## src/rtl/pcd_pkg.sv

```systemverilog
package pcd_pkg;
  typedef enum logic {PH_COLD = 1'b0, PH_WARM = 1'b1} sample_phase_t;
endpackage

```

## src/rtl/pcd_sync.sv

```systemverilog
module pcd_sync #(
  parameter int WIDTH  = 4,
  parameter int STAGES = 2
) (
  input  logic             clk,
  input  logic             rst_n,
  input  logic [WIDTH-1:0] din,
  output logic [WIDTH-1:0] dout
);
  logic [STAGES-1:0][WIDTH-1:0] chain_q;

  always_ff @(posedge clk or negedge rst_n) begin
    if (!rst_n) begin
      chain_q <= '0;
    end else begin
      chain_q[0] <= din;
      for (int i = 1; i < STAGES; i++) chain_q[i] <= chain_q[i-1];
    end
  end

  assign dout = chain_q[STAGES-1];

  // the output repeats the input seen STAGES edges earlier (checked for two stages)
  p_sync_latency_r2: assert property (@(posedge clk) disable iff (!rst_n)
    $past(rst_n, 2) |-> (STAGES != 2) || (dout == $past(din, 2)));
endmodule

```

## src/rtl/pcd_sampler.sv

```systemverilog
module pcd_sampler
  import pcd_pkg::*;
#(
  parameter int WIDTH = 4
) (
  input  logic             clk,
  input  logic             rst_n,
  input  logic             sample_tick,
  input  logic [WIDTH-1:0] sync_in,
  output logic [WIDTH-1:0] level_q,
  output logic [WIDTH-1:0] delta
);
  sample_phase_t phase_q;

  always_ff @(posedge clk or negedge rst_n) begin
    if (!rst_n) begin
      level_q <= '0;
      phase_q <= PH_COLD;
    end else if (sample_tick) begin
      level_q <= sync_in;
      phase_q <= PH_WARM;
    end
  end

  for (genvar g = 0; g < WIDTH; g++) begin : g_pin
    assign delta[g] = sample_tick && (phase_q == PH_WARM) && (sync_in[g] != level_q[g]);
  end

  // no tick, no change of the held levels
  p_hold_levels_r10: assert property (@(posedge clk) disable iff (!rst_n)
    !sample_tick |=> $stable(level_q));
  // a tick captures the synchronized pins
  p_capture_r2: assert property (@(posedge clk) disable iff (!rst_n)
    sample_tick |=> level_q == $past(sync_in));
endmodule

```

## src/rtl/pcd_flags.sv

```systemverilog
module pcd_flags #(
  parameter int WIDTH = 4
) (
  input  logic             clk,
  input  logic             rst_n,
  input  logic [WIDTH-1:0] delta,
  input  logic             clear,
  output logic [WIDTH-1:0] flags_q
);
  function automatic logic [WIDTH-1:0] next_flags(input logic [WIDTH-1:0] cur,
                                                  input logic [WIDTH-1:0] set,
                                                  input logic             clr);
    return (clr ? '0 : cur) | set;
  endfunction

  always_ff @(posedge clk or negedge rst_n) begin
    if (!rst_n) flags_q <= '0;
    else        flags_q <= next_flags(flags_q, delta, clear);
  end

  // without a read, no flag is lost
  p_flag_hold_r6: assert property (@(posedge clk) disable iff (!rst_n)
    !clear |=> (flags_q & $past(flags_q)) == $past(flags_q));
  // a read with no new change empties the flags
  p_flag_clear_r6: assert property (@(posedge clk) disable iff (!rst_n)
    (clear && delta == '0) |=> flags_q == '0);
  // a change coincident with a read survives it
  p_keep_new_r8: assert property (@(posedge clk) disable iff (!rst_n)
    (clear && delta != '0) |=> (flags_q & $past(delta)) == $past(delta));
endmodule

```

## src/rtl/pin_change_detector.sv

```systemverilog
module pin_change_detector #(
  parameter int NUM_PINS    = 4,
  parameter int SYNC_STAGES = 2
) (
  input  logic                  clk,
  input  logic                  rst_n,
  input  logic [NUM_PINS-1:0]   pins_async,
  input  logic                  sample_tick,
  input  logic                  rd_strobe,
  input  logic                  irq_enable,
  output logic [2*NUM_PINS-1:0] rd_data,
  output logic                  irq
);
  localparam int STATUS_W = 2 * NUM_PINS;

  logic [NUM_PINS-1:0] pins_sync;
  logic [NUM_PINS-1:0] level_q;
  logic [NUM_PINS-1:0] change_evt;
  logic [NUM_PINS-1:0] flags_q;

  function automatic logic [STATUS_W-1:0] pack_status(input logic [NUM_PINS-1:0] chg,
                                                      input logic [NUM_PINS-1:0] lvl);
    return {chg, lvl};
  endfunction

  pcd_sync #(.WIDTH(NUM_PINS), .STAGES(SYNC_STAGES)) u_sync (
    .clk(clk), .rst_n(rst_n), .din(pins_async), .dout(pins_sync)
  );

  pcd_sampler #(.WIDTH(NUM_PINS)) u_sampler (
    .clk(clk), .rst_n(rst_n), .sample_tick(sample_tick),
    .sync_in(pins_sync), .level_q(level_q), .delta(change_evt)
  );

  pcd_flags #(.WIDTH(NUM_PINS)) u_flags (
    .clk(clk), .rst_n(rst_n), .delta(change_evt), .clear(rd_strobe), .flags_q(flags_q)
  );

  assign rd_data = pack_status(flags_q, level_q);
  assign irq     = irq_enable && (|flags_q);

  // disabled interrupt stays low
  p_irq_off_r9: assert property (@(posedge clk) disable iff (!rst_n)
    !irq_enable |-> !irq);
  // an enabled pending change in the status byte raises the interrupt
  p_irq_on_r9: assert property (@(posedge clk) disable iff (!rst_n)
    (irq_enable && rd_data[STATUS_W-1:NUM_PINS] != '0) |-> irq);
  // a read leaves the level nibble alone
  p_read_levels_r7: assert property (@(posedge clk) disable iff (!rst_n)
    (rd_strobe && !sample_tick) |=> rd_data[NUM_PINS-1:0] == $past(rd_data[NUM_PINS-1:0]));
endmodule

```

## config.mk

```make
export PLATFORM = sky130hd
export DESIGN_NAME = pin_change_detector
export DESIGN_NICKNAME = d
export VERILOG_FILES = /design/src/rtl/pcd_pkg.sv /design/src/rtl/pcd_sync.sv /design/src/rtl/pcd_sampler.sv /design/src/rtl/pcd_flags.sv /design/src/rtl/pin_change_detector.sv
export SDC_FILE = /design/constraint.sdc
export NUM_CORES = 1
export LEC_CHECK = 0
export BUFFER_PORTS_ARGS = -buffer_cell sky130_fd_sc_hd__buf_4
export CORE_AREA = 2 2 39 41
export DETAILED_ROUTE_END_ITERATION = 10
export DIE_AREA = 0 0 41 43
export PLACE_DENSITY = 0.69
export SLEW_MARGIN = 20
export SYNTH_ARGS = -nofsm -noshare
export SYNTH_HDL_FRONTEND = slang
export SYNTH_SLANG_ARGS = --single-unit
```

## constraint.sdc

```tcl
create_clock -name clk -period 2.2 [get_ports clk]
set_clock_uncertainty 0.15 [all_clocks]
set_input_delay 0.33 -clock clk [delete_from_list [all_inputs] [get_ports clk]]
set_output_delay 0.33 -clock clk [all_outputs]
set_load 0.02 [all_outputs]
```

* Word-level counts from Yosys, hierarchy flattened
Cells that the tools add are included.
** Cells by class
- $add $sub $neg :: 0
- Multiply operators :: 0
- Divide/modulo/power cells :: 0
- Order comparisons :: 0
- Eq/ne operators :: 4
- Shift-type cells :: 0
- Mux-type cells :: 1
- Bitwise logic cells :: 1
- Reductions and logical operators :: 7
** Operator list (count)
- logical AND 1 bit :: 6
- 2-to-1 mux 4 bit :: 1
- inequality test 1 bit :: 4
- bitwise OR 4 bit :: 1
- OR reduction 4 bit :: 1
** Word-level totals
- Register bits :: 17
- Latch bits :: 0
- RAM bits :: 0
- Memory bits (read-only) :: 0
- Bits of input ports :: 9
- Output and inout bits :: 9
- Word-level logic and storage cells :: 18
- Memories kept :: 0

* Longest topological paths before layout
- Depth in word-level cells :: 3
- Gate-level depth with buffers :: 2
- Gate-level depth less buffers :: 2

* By module
A second synthesis with hierarchy kept.
** Second synthesis, totals
- Cell total of the unflattened synthesis :: 41
- Area, all modules :: 605.6 µm²
** Modules (own cells, without submodules)
- pcd_sampler :: times used 1, cells an instance 19, area each 230.2 µm², seq. area each 125.1 µm²
- pcd_sync :: times used 1, cells an instance 12, area each 230.2 µm², seq. area each 200.2 µm²
- pcd_flags :: times used 1, cells an instance 9, area each 133.9 µm², seq. area each 100.1 µm²
- pin_change_detector :: times used 1, cells an instance 1, area each 11.3 µm², seq. area each 0.0 µm²

* Worst setup path before layout
Ideal clock, no wire load.
- Path kind :: reg2out
- From :: reg u_flags.flags_q[1]
- To :: out irq
- Arrival time :: 0.973 ns
- Required time :: 1.720 ns
- Setup slack :: 0.747 ns
- Stages on the path, launching flop included :: 2
- Path buffers :: 0
- Cells stage by stage :: dfrtp_1 -> o41a_1
** Between the ends
- Cells in the longest elaborated chain, start to end :: 2
** RTL lines
- from (decl) :: line pcd_flags.sv:8 : output logic [WIDTH-1:0] flags_q
- from (signal assigned) :: line pcd_flags.sv:18 : else flags_q <= next_flags(flags_q, delta, clear);
- OR reduction 4 bit :: line pin_change_detector.sv:40 : assign irq = irq_enable && (|flags_q);
- logical AND 1 bit :: line pin_change_detector.sv:40
- to (decl) :: line pin_change_detector.sv:12 : output logic irq
Every way passes these cells.

* Worst setup path after layout
Same ends and word-level chain as after synthesis.

==> key figures <==
Logic synthesis
  • Average size of a mapped cell: 15.74 sq um
  • Post-synthesis simple-gate area fraction: 1.766%
  • Synth Register Bits: 17
  • Post-synth EDFFs: 0
  • Post-synth top area cell: dfrtp_1
  • Area share of fa/ha/maj cells after synthesis: 0%
  • Mapped cell area: 566.8 sq um
  • Yosys top cell area share: 75.06%
  • Synth async-reset ratio: 100.0%
  • Largest family of logic cells by synthesized area: multiplexers
  • Top cells by area, synth: dfrtp_1, mux2_2, xnor2_1
  • Ys flop type: dfrtp_1
  • Commonest cells post-synth: dfrtp_1, inv_1, mux2_2, o22ai_1, xnor2_1
  • Most common cell in the synthesized netlist: dfrtp_1
  • Multiplexer share of the synthesized area: 7.947%
  • Cell variety after synth: 8
  • Ys Warns: 0
  • Gate count of the mapped netlist: 36
  • Seq/Total Area, Yosys: 75.06%
  • Syn Nets: 45
  • Xor and xnor area share after synthesis: 6.181%
  • Synth Area in Compound Gates: 6.402%

Route
  • Vias post-DR: 355
  • Final ANT Viol Nets: 0
  • Residual DRC: 0
  • Vias per cell: 4.551
  • DR WL/cell: 10.23 um
  • Drt pass-1 iters: 1
  • Total Wirelength: 798 um
  • Drt initial violations: 0

Power and ir drop
  • Clock power frac: 25.2%
  • Power Internal: 0.4675 mW
  • Flop pwr share: 56.3%
  • Net Sw Frac: 26.35%
  • Pwr/cell area: 801.4 nW/um^2
  • NetSw: 0.1673 mW
  • Maximum VDD drop: 0.3813 mV
  • Leakage: 0.3712 nW
  • Combinational Power Share: 18.5%

Clocking
  • Clock root cell: clkbuf_4
  • Clock slew at reported path FFs: 90 ps
  • CTS resizes: 0
  • H-tree Lvls: 1
  • Max Buffers Root-to-Sink: 2
  • Clock Latency Late Sink: 280 ps
  • Clock sink total: 17
  • CTS tree: yes
  • Cts bufs inserted: 3

Final layout
  • Utilization after layout: 57.23%
  • Layout cells sized above 1: 41.94%
  • Ant diodes: 0
  • Layout area overhead: 39.74%
  • Final net count: 72

Worst setup path
  • Crit-path cells: o41a_1 > buf_4
  • CP peak stage delay: 420 ps
  • Startpoint types: register
  • Slowest cell on crit path: o41a_1
  • Crit path max fanout: 3
  • Critical path required time: 1720 ps
  • WS Path Type: reg2out
  • CP Data Arrival Time: 1280 ps
  • Crit end category: output port

Job
  • Max-cap viol count: 0

GRT
  • Initial antenna violation count: 0
  • GRT overflow: 0
  • First-pass GRT wire length: 1352 um
  • All-layer global routing usage: 12.34%
  • Largest net degree at the start of global routing: 18
  • Number of global-route vias before repair: 364

Die
  • Die W: 41 um
  • Chip height: 43 um
  • Die area: 1763 sq um
  • IO Count: 18
  • Core Area: 1384 sq um
  • Starting Density: 40.96%
  • Rows: 14

Timing
  • Final setup fails: 0
  • Fin crit share: 79.78%
  • Hold WS: 97.31 ps
  • Peak Freq: 569.8 MHz
  • Least-Margin Pin Slew: 202.4 ps
  • Setup TNS: 0 ps
  • Max-slew violation count: 0
  • Slew margin rel.: 86.51%
  • RSZ-0062 raised after global routing: false
  • Post-layout minimum cycle time: 1755 ps
  • Setup ws final: 444.9 ps
  • Final Hold Viols: 0

Worst hold path
  • Min-Delay Path Class: in2reg

Placement
  • Dpl ws: 750.6 ps
  • Final GP Congestion: 0.6343
  • IO Port Bufs: 17

Run status
  • Status: completed
-- repair_timing --
action,4_1_cts,5_1_grt
setup endpoints to repair,0,0
endpoints found under the hold margin,21,0
buffers inserted,0,0
hold buffers,5,0
-- through the flow --
step                      cell area (sq um)  total power [mW]  cells
after floorplan                       566.8            0.4175     36
after global placement                714.4            0.4735     69
after detailed placement              714.4            0.4766     69
after CTS                             792.0            0.6447     78
after global routing                  792.0            0.6738     78
final                                 792.0            0.6347     78
-- critical path, delay by kind of cell, from the launching register on --
family                 cells  cell delay, ps
flip-flops                 1             410
AO/OA/AOI/OAI              1             420
buffers and inverters      1             160
-- cells in the final DEF (no fill, tap or decap) --
cell type	netlist	routed
buf_4	0	17
clkbuf_4	0	3
clkinv_2	0	1
dfrtp_1	17	17
dlygate4sd3_1	0	5
inv_1	4	4
mux2_2	4	4
nand2_1	1	1
o22ai_1	4	4
o41a_1	1	1
or2_2	1	1
xnor2_1	4	4
-- state kept, by name, summed over array words and instances (netlist names) --
register,cells
u_flags.flags_q,4
u_sampler.phase_q,1
u_sync.chain_q,4
u_sync.dout,4
u_sampler.level_q,4
-- layer usage --
metal / GRT usage (%) / vias up / share of wire (%)
li1: - / 175 / -
met1: 12.54 / 167 / 40
met2: 18.44 / 13 / 52
met3: 5.236 / 0 / 8.9
met4: 10.00 / 0 / 0
met5: 0 / - / 0
-- logic make-up after synthesis --
group | Yosys count
buffers and inverters | 4
AOI/OAI and AO/OA | 5
and+or+nand+nor | 2
DFF | 17
xor gates and xnor gates | 4
muxes | 4
-- power groups by stage --
stage	Sequential, mW	Combinational [mW]	Clock [mW]
5_1_grt	0.361	0.129	0.184
2_1_floorplan	0.385	0.0328	0
3_3_place_gp	0.362	0.112	0
4_1_cts	0.358	0.119	0.167
6_report	0.357	0.117	0.160
3_5_place_dp	0.364	0.112	0
-- layout make-up --
class	count	area [sq um]
multi-input combinational	15	126.4
clock inverter	1	5.005
fill	120	591.8
inverter	4	15.01
clock buffer	3	22.52
sequential	17	425.4
tap	16	20.02
timing repair buffer	22	177.7
-- worst paths after layout --
kind / slack, ps / start / endpoint / depth (start not counted)
setup / recovery: 440 / u_flags.flags_q[1]$_DFF_PN0_ / irq / 2
hold / removal: 100 / rd_strobe / u_flags.flags_q[1]$_DFF_PN0_ / 2
setup reg to reg: 1260 / u_sampler.level_q[3]$_DFFE_PN0P_ / u_sampler.level_q[3]$_DFFE_PN0P_ / 1
hold reg to reg: 210 / u_sync.chain_q[3]$_DFF_PN0_ / u_sync.dout[3]$_DFF_PN0_ / 0
max in group asynchronous: 1440 / rst_n / u_sync.chain_q[2]$_DFF_PN0_ / 2
min in group asynchronous: 280 / rst_n / u_flags.flags_q[3]$_DFF_PN0_ / 2
Note: power is estimated with default switching activity, not from simulation.
